[src/rtl/irq_state_pkg.sv]
package irq_state_pkg;

   localparam int WORD_BITS   = 32;
   localparam int CODE_BITS   = 2;
   localparam int CODE_SPAN   = WORD_BITS / CODE_BITS;
   localparam int MIN_ADDR_W  = 12;

   typedef enum logic [3:0] {
      RG_NONE,
      RG_GROUP,
      RG_SETEN,
      RG_CLREN,
      RG_SETPEND,
      RG_CLRPEND,
      RG_SETACT,
      RG_CLRACT,
      RG_EDGE,
      RG_CODE
   } region_e;

   // 128-byte blocks selected by address bits [11:7]
   function automatic region_e region_of(input logic [4:0] blk);
      case (blk)
         5'd1:    return RG_GROUP;
         5'd2:    return RG_SETEN;
         5'd3:    return RG_CLREN;
         5'd4:    return RG_SETPEND;
         5'd5:    return RG_CLRPEND;
         5'd6:    return RG_SETACT;
         5'd7:    return RG_CLRACT;
         5'd8:    return RG_EDGE;
         5'd10,
         5'd11:   return RG_CODE;
         default: return RG_NONE;
      endcase
   endfunction

endpackage

[src/rtl/irq_state_decode.sv]
module irq_state_decode
   import irq_state_pkg::*;
#(
   parameter int ADDR_W = 12
) (
   input  logic [ADDR_W-1:0] addr,
   output region_e           region,
   output logic [4:0]        bank_idx,
   output logic [5:0]        code_idx
);

   logic upper_ok;

   generate
      if (ADDR_W > MIN_ADDR_W) begin : g_wide
         assign upper_ok = (addr[ADDR_W-1:MIN_ADDR_W] == '0);
      end else begin : g_exact
         assign upper_ok = 1'b1;
      end
   endgenerate

   assign region   = upper_ok ? region_of(addr[11:7]) : RG_NONE;
   assign bank_idx = addr[6:2];
   assign code_idx = addr[7:2];

endmodule

[src/rtl/irq_state_perm.sv]
module irq_state_perm
   import irq_state_pkg::*;
(
   input  logic [WORD_BITS-1:0]           grp,
   input  logic [WORD_BITS*CODE_BITS-1:0] code,
   input  logic                           secure,
   input  logic                           ds,
   output logic [WORD_BITS-1:0]           m_grp,
   output logic [WORD_BITS-1:0]           m_ge1,
   output logic [WORD_BITS-1:0]           m_ge2
);

   logic                 open_all;
   logic [WORD_BITS-1:0] ge1;
   logic [WORD_BITS-1:0] ge2;

   assign open_all = secure | ds;

   genvar b;
   generate
      for (b = 0; b < WORD_BITS; b++) begin : g_bit
         assign ge1[b] = code[CODE_BITS*b+1] | code[CODE_BITS*b];
         assign ge2[b] = code[CODE_BITS*b+1];
      end
   endgenerate

   assign m_grp = open_all ? '1 : grp;
   assign m_ge1 = open_all ? '1 : (grp | ge1);
   assign m_ge2 = open_all ? '1 : (grp | ge2);

endmodule

[src/rtl/irq_state_word.sv]
module irq_state_word
   import irq_state_pkg::*;
(
   input  logic                 clk,
   input  logic                 rst_n,
   input  logic                 sel,
   input  logic                 code_lo,
   input  logic                 code_hi,
   input  logic                 wr_en,
   input  logic                 secure,
   input  logic                 ds,
   input  region_e              region,
   input  logic [WORD_BITS-1:0] wdata,
   input  logic [WORD_BITS-1:0] irq_in,
   output logic [WORD_BITS-1:0] rd_val,
   output logic [WORD_BITS-1:0] pend_eff,
   output logic [WORD_BITS-1:0] en_q,
   output logic [WORD_BITS-1:0] grp_q
);

   localparam int CW = WORD_BITS * CODE_BITS;

   logic [WORD_BITS-1:0] pend_q, act_q, edge_q, lvl_q;
   logic [CW-1:0]        code_q;
   logic [WORD_BITS-1:0] grp_n, en_n, pend_n, act_n, edge_n;
   logic [CW-1:0]        code_n;
   logic [WORD_BITS-1:0] m_grp, m_ge1, m_ge2, rise;
   logic                 wsel, priv, codes_ok;

   irq_state_perm u_perm (
      .grp    (grp_q),
      .code   (code_q),
      .secure (secure),
      .ds     (ds),
      .m_grp  (m_grp),
      .m_ge1  (m_ge1),
      .m_ge2  (m_ge2)
   );

   assign wsel     = wr_en & sel;
   assign priv     = secure | ds;
   assign codes_ok = secure & ~ds;
   assign rise     = irq_in & ~lvl_q & edge_q;
   assign pend_eff = pend_q | (lvl_q & ~edge_q);

   always_comb begin
      grp_n  = grp_q;
      en_n   = en_q;
      pend_n = pend_q;
      act_n  = act_q;
      edge_n = edge_q;
      code_n = code_q;
      if (wsel) begin
         case (region)
            RG_GROUP:   if (priv) grp_n = wdata;
            RG_SETEN:   en_n   = en_q | (wdata & m_grp);
            RG_CLREN:   en_n   = en_q & ~(wdata & m_grp);
            RG_SETPEND: pend_n = pend_q | (wdata & m_ge1);
            RG_CLRPEND: pend_n = pend_q & ~(wdata & m_ge2);
            RG_SETACT:  act_n  = act_q | (wdata & m_grp);
            RG_CLRACT:  act_n  = act_q & ~(wdata & m_grp);
            RG_EDGE:    edge_n = (edge_q & ~m_grp) | (wdata & m_grp);
            default:    ;
         endcase
      end
      if (wr_en && codes_ok && region == RG_CODE) begin
         if (code_lo) code_n[WORD_BITS-1:0]  = wdata;
         if (code_hi) code_n[CW-1:WORD_BITS] = wdata;
      end
      // a fresh edge is never lost to a clear in the same cycle
      pend_n = pend_n | rise;
   end

   always_ff @(posedge clk or negedge rst_n) begin
      if (!rst_n) begin
         grp_q  <= '0;
         en_q   <= '0;
         pend_q <= '0;
         act_q  <= '0;
         edge_q <= '0;
         code_q <= '0;
         lvl_q  <= '0;
      end else begin
         grp_q  <= grp_n;
         en_q   <= en_n;
         pend_q <= pend_n;
         act_q  <= act_n;
         edge_q <= edge_n;
         code_q <= code_n;
         lvl_q  <= irq_in;
      end
   end

   always_comb begin
      case (region)
         RG_GROUP:            rd_val = priv ? grp_q : '0;
         RG_SETEN, RG_CLREN:  rd_val = en_q & m_grp;
         RG_SETPEND:          rd_val = pend_eff & m_ge1;
         RG_CLRPEND:          rd_val = pend_eff & m_ge2;
         RG_SETACT, RG_CLRACT: rd_val = act_q & m_ge2;
         RG_EDGE:             rd_val = edge_q & m_grp;
         RG_CODE:             rd_val = !codes_ok ? '0 :
                                       (code_hi ? code_q[CW-1:WORD_BITS]
                                                : code_q[WORD_BITS-1:0]);
         default:             rd_val = '0;
      endcase
   end

endmodule

[src/rtl/irq_state_bank.sv]
module irq_state_bank
   import irq_state_pkg::*;
#(
   parameter int NUM_IRQ = 96,
   parameter int ADDR_W  = 12,
   parameter int DATA_W  = 32
) (
   input  logic                clk,
   input  logic                rst_n,
   input  logic                sec_disable,
   input  logic [ADDR_W-1:0]   bus_addr,
   input  logic                bus_wr,
   input  logic                bus_rd,
   input  logic [DATA_W-1:0]   bus_wdata,
   input  logic                bus_secure,
   output logic [DATA_W-1:0]   bus_rdata,
   input  logic [NUM_IRQ-33:0] irq_lines,
   output logic [NUM_IRQ-33:0] pend_vec,
   output logic [NUM_IRQ-33:0] en_vec,
   output logic [NUM_IRQ-33:0] grp_vec
);

   localparam int NUM_SPI   = NUM_IRQ - WORD_BITS;
   localparam int NUM_WORDS = NUM_SPI / WORD_BITS;
   localparam int CODE_BASE = WORD_BITS / CODE_SPAN;

   generate
      if ((NUM_IRQ % WORD_BITS) != 0 || NUM_IRQ < 2*WORD_BITS || NUM_IRQ > 1024) begin : g_bad_irq
         $error("NUM_IRQ must be a multiple of 32 between 64 and 1024");
      end
      if (DATA_W != WORD_BITS) begin : g_bad_data
         $error("DATA_W must equal the bitmap word width");
      end
      if (ADDR_W < MIN_ADDR_W) begin : g_bad_addr
         $error("ADDR_W too small for the register map");
      end
   endgenerate

   region_e    region;
   logic [4:0] bank_idx;
   logic [5:0] code_idx;

   irq_state_decode #(.ADDR_W(ADDR_W)) u_dec (
      .addr     (bus_addr),
      .region   (region),
      .bank_idx (bank_idx),
      .code_idx (code_idx)
   );

   logic [WORD_BITS-1:0] rd_val [NUM_WORDS];
   logic [NUM_WORDS-1:0] word_hit, code_lo, code_hi;

   genvar w;
   generate
      for (w = 0; w < NUM_WORDS; w++) begin : g_word
         localparam int BANK_N = w + 1;
         localparam int CODE_N = CODE_BASE + 2*w;

         assign word_hit[w] = (region != RG_CODE) && (region != RG_NONE) &&
                              (bank_idx == 5'(BANK_N));
         assign code_lo[w]  = (region == RG_CODE) && (code_idx == 6'(CODE_N));
         assign code_hi[w]  = (region == RG_CODE) && (code_idx == 6'(CODE_N + 1));

         irq_state_word u_word (
            .clk      (clk),
            .rst_n    (rst_n),
            .sel      (word_hit[w]),
            .code_lo  (code_lo[w]),
            .code_hi  (code_hi[w]),
            .wr_en    (bus_wr),
            .secure   (bus_secure),
            .ds       (sec_disable),
            .region   (region),
            .wdata    (bus_wdata),
            .irq_in   (irq_lines[w*WORD_BITS +: WORD_BITS]),
            .rd_val   (rd_val[w]),
            .pend_eff (pend_vec[w*WORD_BITS +: WORD_BITS]),
            .en_q     (en_vec[w*WORD_BITS +: WORD_BITS]),
            .grp_q    (grp_vec[w*WORD_BITS +: WORD_BITS])
         );
      end
   endgenerate

   logic [DATA_W-1:0] rd_next;

   always_comb begin
      rd_next = '0;
      for (int i = 0; i < NUM_WORDS; i++) begin
         if (word_hit[i] || code_lo[i] || code_hi[i]) rd_next = rd_val[i];
      end
   end

   always_ff @(posedge clk or negedge rst_n) begin
      if (!rst_n) bus_rdata <= '0;
      else        bus_rdata <= bus_rd ? rd_next : '0;
   end

endmodule

[config.mk]
export PLATFORM = sky130hd
export DESIGN_NAME = irq_state_bank
export DESIGN_NICKNAME = d
export VERILOG_FILES = /design/src/rtl/irq_state_pkg.sv /design/src/rtl/irq_state_decode.sv /design/src/rtl/irq_state_perm.sv /design/src/rtl/irq_state_word.sv /design/src/rtl/irq_state_bank.sv
export SDC_FILE = /design/constraint.sdc
export NUM_CORES = 1
export LEC_CHECK = 0
export BUFFER_PORTS_ARGS = -buffer_cell sky130_fd_sc_hd__buf_2
export CAP_MARGIN = 20
export CORE_MARGIN = 3
export CORE_UTILIZATION = 60
export CTS_CLUSTER_DIAMETER = 150
export DETAILED_ROUTE_END_ITERATION = 12
export GPL_TIMING_DRIVEN = 1
export MAX_ROUTING_LAYER = met4
export PLACE_DENSITY_LB_ADDON = 0.3
export SYNTH_ARGS = -nofsm -noshare
export SYNTH_HDL_FRONTEND = slang
export SYNTH_SLANG_ARGS = --single-unit
[constraint.sdc]
create_clock -name clk -period 2.7 [get_ports clk]
set_input_delay 0.135 -clock clk [delete_from_list [all_inputs] [get_ports clk]]
set_output_delay 0.135 -clock clk [all_outputs]
set_load 0.01 [all_outputs]
# Word-level counts from Yosys, hierarchy flattened
# Memories as Yosys holds them, arrays and structs flattened.
# Cells that the tools add are included.
[op_classes] n_eq_ne=16 n_mux=26 bitwise=125 reduce_logical=30
[op_table] cell="32-bit AND" count=30
[op_table] cell="32-bit 2-to-1 mux" count=17
[op_table] cell="32-bit OR" count=16
[op_table] cell="32-bit case mux with 7 select lines" count=2
[op_table] cell="32-bit case mux with 2 select lines" count=6
[op_table] cell="32-bit inverter" count=10
[op_table] cell="1-bit OR" count=65
[op_table] cell="2-bit AND reduction" count=10
[op_table] cell="4-bit by 3-bit equality test with 1-bit output, second input constant" count=4
[op_table] cell="6-bit by 2-bit equality test with 1-bit output, second input constant" count=2
[op_table] cell="6-bit by 3-bit equality test with 1-bit output, second input constant" count=2
[op_table] cell="1-bit logical AND" count=9
[op_table] cell="4-bit by 2-bit equality test with 1-bit output, second input constant" count=2
[op_table] cell="4-bit equality test, second input constant" count=2
[op_table] cell="3-bit AND reduction" count=2
[op_table] cell="5-bit by 1-bit equality test with 1-bit output, second input constant" count=1
[op_table] cell="5-bit by 2-bit equality test with 1-bit output, second input constant" count=1
[op_table] cell="4-bit by 1-bit equality test with 1-bit output, second input constant" count=1
[op_table] cell="1-bit logical OR" count=4
[op_table] cell="4-bit 2-to-1 mux" count=1
[op_table] cell="4-bit inequality test, second input constant" count=1
[op_table] cell="2-bit nonzero test" count=2
[op_table] cell="4-bit nonzero test" count=1
[op_table] cell="2-bit OR reduction" count=2
[op_table] cell="other kinds (2)" count=4
[word_totals] ff_bits=544 rom_bits=64 in_bits=114 output_inout_bits=224 wordCells=215 mem_count=1
[mem_list] memory="(name not given)" depth=16 width=4 read_ports=1 rd_ports_with_merged_regs=0 wr=0 line_no="irq_state_pkg.sv:23" source="case (blk)"

# Longest topological paths before layout
# An unclocked memory read counts as a cell.
[depth] depth_word=10 ltp_mapped=10 depth_no_buf=6

# Hierarchy
# A second synthesis with hierarchy kept.
[hier_totals] hier_cells=2810 hier_area_um2=29174.2
[modules_own_cells] module="irq_state_word" instances=2 cells_each=1208 area_each_um2=12997.5
[modules_own_cells] module="irq_state_bank" instances=1 cells_each=158 area_each_um2=1650.3
[modules_own_cells] module="irq_state_perm" instances=2 cells_each=109 area_each_um2=695.7
[modules_own_cells] module="irq_state_decode" instances=1 cells_each=18 area_each_um2=137.6

# Worst setup path after synthesis
# OpenSTA, ideal clock, no wires.
[synth_timing] path_type="input -> register" start="input bus_addr[7]" end="register g_word[1].u_word.pend_q[10]" arrival_ns=1.792 required_ns=2.551 slack_ns=0.760 stages=7 path_buffers=1 cell_sequence="o31a_1 -> or2_1 -> nor4b_4 -> nand2_1 -> clkbuf_1 -> o31ai_1 -> o311ai_0"
[synth_between] elab_chain_len=8 elab_cells_between_ends=12
[synth_lines] element="from (decl)" line_no="irq_state_bank.sv:11" source="input logic [ADDR_W-1:0] bus_addr,"
[synth_lines] element="memory 16 x 4 bit (*)"
[synth_lines] element="4-bit 2-to-1 mux (*)" line_no="irq_state_pkg.sv:23"
[synth_lines] element="4-bit inequality test or 4-bit nonzero test (tied branches)" line_no="irq_state_bank.sv:59" source="assign word_hit[w] = (region != RG_CODE) && (region != RG_NONE) &&"
[synth_lines] element="1-bit logical AND (2 in a row)" line_no="irq_state_bank.sv:59"
[synth_lines] element="1-bit AND" line_no="irq_state_word.sv:40" source="assign wsel = wr_en & sel;"
[synth_lines] element="32-bit 2-to-1 mux (*)" line_no="irq_state_word.sv:53" source="if (wsel) begin"
[synth_lines] element="32-bit OR (*)" line_no="irq_state_word.sv:71" source="pend_n = pend_n | rise;"
[synth_lines] element="named net g_word[1].u_word.pend_n[10]" line_no="irq_state_word.sv:25" source="logic [WORD_BITS-1:0] grp_n, en_n, pend_n, act_n, edge_n;"
[synth_lines] element="to (signal assigned)" line_no="irq_state_word.sv:86" source="pend_q <= pend_n;"
[synth_lines] element="to (decl)" line_no="irq_state_word.sv:23" source="logic [WORD_BITS-1:0] pend_q, act_q, edge_q, lvl_q;"
# The timed path passes the listed nets; every way through them passes the cells marked *.
# A chain may end at the register's enable or synchronous reset.

# Final worst setup path
[layout_timing] start="register g_word[0].u_word.grp_q[6]" end="register bus_rdata[6]"
[layout_between] elab_chain_len=7 elab_cells_between_ends=15
[layout_lines] element="from (decl)" line_no="irq_state_word.sv:18" source="output logic [WORD_BITS-1:0] grp_q"
[layout_lines] element="from (signal assigned)" line_no="irq_state_word.sv:84" source="grp_q <= grp_n;"
[layout_lines] element="32-bit OR (on tied branches)" line_no="irq_state_perm.sv:29, irq_state_perm.sv:28"
[layout_lines] element="32-bit 2-to-1 mux (on tied branches)" line_no="irq_state_perm.sv:29, irq_state_perm.sv:28"
[layout_lines] element="32-bit AND (on tied branches)" line_no="irq_state_word.sv:100, irq_state_word.sv:98, irq_state_word.sv:99"
[layout_lines] element="32-bit case mux with 7 select lines (*)" line_no="irq_state_word.sv:95" source="case (region)"
[layout_lines] element="32-bit 2-to-1 mux (*) (2 in a row)" line_no="irq_state_bank.sv:89" source="if (word_hit[i] || code_lo[i] || code_hi[i]) rd_next = rd_val[i];"
[layout_lines] element="32-bit 2-to-1 mux (*)" line_no="irq_state_bank.sv:95" source="else bus_rdata <= bus_rd ? rd_next : '0;"
[layout_lines] element="to (signal assigned)" line_no="irq_state_bank.sv:95"
[layout_lines] element="to (decl)" line_no="irq_state_bank.sv:16" source="output logic [DATA_W-1:0] bus_rdata,"
# Mark *: on every way between the ends. The rest lies on a longest branch, timed or not.

==> Flow_metrics.wiki <==
{| class="wikitable"
! Metric !! Value
|-
| Number of rows in the core area || 77
|-
| Critical path, cell by cell || or3_1 -> or3_1 -> a32oi_1 -> o31ai_1 -> nor3_1 -> o22ai_1
|-
| Crit Path Category || reg -> reg
|-
| Number of buffer and inverter stages on the critical path || 0
|-
| Port Buf Inserts || 335
|-
| Number of global-route vias before repair || 27.0k
|-
| Actual transition at the worst max-transition pin || 0.783 ns
|-
| Mux share of post-synthesis cell area || 10.7%
|-
| Type of element capturing the critical path || flip-flop
|-
| Worst skew pair latency || 0.62 ns
|-
| Fraction of power spent switching nets || 24.6%
|-
| RD Place Congestion || 1.05
|-
| Mean number of vias per cell || 7.14
|-
| Worst slew margin relative to its limit || 47.8%
|-
| Cell variety after synth || 56
|-
| Leading register cell type out of synthesis || sky130_fd_sc_hd__dfrtp_1
|-
| Post-synth top cells || sky130_fd_sc_hd__dfrtp_1, sky130_fd_sc_hd__nor2_1, sky130_fd_sc_hd__o21ai_0
|-
| Final count of pins violating max slew || 0
|-
| Share of synthesized cell area in and, or, nand and nor gates || 14.8%
|-
| Maximum clock skew at final layout || 0.0104 ns
|-
| Combinational Power Share || 8.8%
|-
| Arithmetic-cell share of the synthesized area counting full adders, half adders and majority gates || 0%
|-
| Die Y-Extent || 220 um
|-
| Sequential cell fraction of total power || 45.7%
|-
| Highest metal layer with signal wires || met4
|-
| Run status || complete, no violations
|-
| Sequential cell area fraction in the yosys report || 49.6%
|-
| Share of the synthesized area in compound gates (AO/OA/AOI/OAI) || 20.0%
|-
| Cell type with the highest aggregate area in the netlist || sky130_fd_sc_hd__dfrtp_1
|-
| Post-synthesis register bit count || 544
|-
| Footprint of the multi-input gates || 12500 um^2
|-
| Minimum hold slack || 0.0809 ns
|-
| Data arrival at the endpoint of the critical path || 2.96 ns
|-
| Largest family of logic cells by synthesized area || compound AO/OA/AOI/OAI gates
|-
| Internal Power || 13.8 mW
|-
| Final design area excluding fillers || 33400 um^2
|-
| Area of the core || 44700 um^2
|-
| Part of the total power dissipated in the clock network || 45.5%
|-
| Effective utilization at floorplan || 61.4%
|-
| DRC violation count after routing || 0
|-
| Synthesized area || 27400 um^2
|-
| CTS Root Cell || sky130_fd_sc_hd__clkbuf_16
|-
| Via count || 27.3k
|-
| Yosys top cell area share || 49.6%
|-
| Area taken by flip-flops and latches || 13600 um^2
|-
| NumNets Final || 3297
|-
| Critical path's largest stage delay || 0.54 ns
|-
| Longest Clk Path Bufs || 3
|-
| Top fanout value on the critical path || 5
|-
| Count of H-tree levels built during CTS || 2
|-
| Required time reported for the critical path endpoint || 3.16 ns
|-
| Share of flip-flops with an asynchronous set or reset after synthesis || 100%
|-
| Width of the die || 220 um
|-
| Maximum clock frequency || 399 MHz
|-
| TritonCTS buffer count || 56
|-
| Post-Place Cell Area || 30500 um^2
|-
| Clock transition time at the flip-flop clock pins of the worst setup and hold paths || 0.06 ns
|-
| Final period util || 92.9%
|-
| Most frequently used cell type in the post-synthesis netlist || sky130_fd_sc_hd__dfrtp_1
|-
| IO Pins || 338
|-
| Count of flip-flops with a built-in enable after synthesis || 0
|-
| Startpoint kind of the worst setup timing path || flip-flop
|-
| Antenna violations before repair || 8
|-
| Number of sinks handled by clock tree synthesis || 544
|-
| Slowest library cell on the worst path || sky130_fd_sc_hd__nor3_1
|-
| Overall Power || 18.3 mW
|-
| Layout cell share with drive strength beyond 1 || 23.2%
|-
| Final routed wire length divided by cell count || 28.3 um
|-
| Min-Delay Path Class || in -> async
|-
| Family of cells with the greatest summed delay on the critical path || simple AND/OR/NAND/NOR gates
|-
| Total Neg Setup Slack || 0 ns
|-
| Number of instances in the synthesized netlist || 2792
|-
| Met2 routed wirelength || 46.1 mm
|-
| Setup repair after global routing missed its margin || false
|-
| Final wirelength || 108 mm
|-
| Final Hold Fails || 0
|-
| Power density relative to cell area || 546 nW/um^2
|-
| Starting DRC count in detailed routing || 4099
|-
| Net switching power || 4.50 mW
|-
| Average instance area after synthesis || 9.82 um^2
|-
| Half-perimeter wire length after detailed placement || 71.6 mm
|-
| Number of max-cap violations || 0
|-
| CTS tree || done
|-
| Area contributors post-synth || sky130_fd_sc_hd__dfrtp_1, sky130_fd_sc_hd__mux2_2, sky130_fd_sc_hd__o31ai_1
|-
| Leakage power of the design || 15.8 nW
|-
| Fill cells || 3051
|-
| Time the final worst path needs with I/O delays and setup || 2.51 ns
|-
| Floorplan die area || 48300 um^2
|-
| Residual overflow from global routing || 0
|-
| Wire length on met3 || 16.5 mm
|-
| Synthesized netlist net count || 2906
|-
| Global-route wire length before repair || 162 mm
|-
| DRT antenna net count || 0
|-
| Largest vdd supply drop || 0.573 mV
|-
| Area added between synthesis and finish || 21.9%
|-
| CP dominant cell by count || sky130_fd_sc_hd__or3_1
|-
| CTS-repair resized insts || 0
|-
| Xor/xnor share of the synthesized area || 0%
|-
| DRT met1 WL || 37.9 mm
|-
| Final setup vio count || 0
|-
| Yosys warns || 0
|-
| Detailed Routing Iterations Pass 1 || 7
|-
| Total Routing Usage GR || 45.7%
|-
| Pin count of the biggest net entering global routing || 84
|}
## logic make-up after synthesis
group / count (synthesis)
simple gates: 815
compound gates: 813
flops: 544
buf+inv: 351
mux: 269
## placed cells by master, fill, tap and decap left out, drive strengths merged, types with 37 or more instances in the layout
cell type / count
clkbuf: 80
nand3b: 67
mux2: 185
buf: 459
mux2i: 84
nor3: 120
o21ai: 258
nand3: 64
o31ai: 188
dfrtp: 544
or3: 66
a21oi: 37
dlygate4sd3: 97
o22ai: 54
nor2: 263
nand2: 144
inv: 128
## power groups by stage
| stage | clock network, mW | registers [mW] | logic, mW |
|---|---|---|---|
| floorplan | 0 | 8.46 | 0.642 |
| global placement | 0 | 8.47 | 1.37 |
| detailed placement | 0 | 8.48 | 1.41 |
| CTS | 8.28 | 8.33 | 1.53 |
| global route | 8.65 | 8.34 | 1.69 |
| finish | 8.31 | 8.34 | 1.61 |
## final cells by class
| cell class | count | share of cell area, % |
|---|---|---|
| sequential | 544 | 40.7 |
| multi-input combinational | 1897 | 37.5 |
| inverter | 128 | 1.44 |
| clock inverter | 16 | 0.838 |
| timing repair buffer | 556 | 12.2 |
| clock buffer | 80 | 4.97 |
| antenna | 9 | 0.0674 |
| tap | 592 | 2.22 |
## metrics by stage
step	cells	worst slack [ns]	utilization, %
floorplan	2792	0.760	-
global placement	3620	0.270	68.2
detailed placement	3620	0.252	68.2
CTS	3813	0.496	74.7
global route	3821	0.236	74.8
finish	3822	0.191	74.8
## final timing paths
path                                           start                           to  slack [ns]  cells after the start
setup / recovery           g_word[0].u_word.grp_q[6]                 bus_rdata[6]        0.19                      6
hold / removal                                 rst_n   g_word[1].u_word.lvl_q[23]        0.08                      2
setup reg to reg           g_word[0].u_word.grp_q[6]                 bus_rdata[6]        0.19                      6
hold reg to reg            g_word[0].u_word.lvl_q[0]   g_word[0].u_word.pend_q[0]        0.48                      1
max in group asynchronous                      rst_n  g_word[0].u_word.code_q[57]        1.73                      3
min in group clk                         bus_addr[6]                bus_rdata[25]        0.13                      5
## layer usage
layer / vias to the layer above / GRT usage, %
li1: 11200 / -
met1: 13100 / 56.6
met2: 2397 / 64.7
met3: 628 / 17.0
met4: 0 / 25.9
met5: - / -
## what timing repair did
action | 4_1_cts | 5_1_grt
setup endpoints to repair | 0 | 0
endpoints found under the hold margin | 301 | 0
setup buffers | 0 | 0
hold buffers | 97 | 0
No activity file was read; power rests on OpenSTA's default activity.
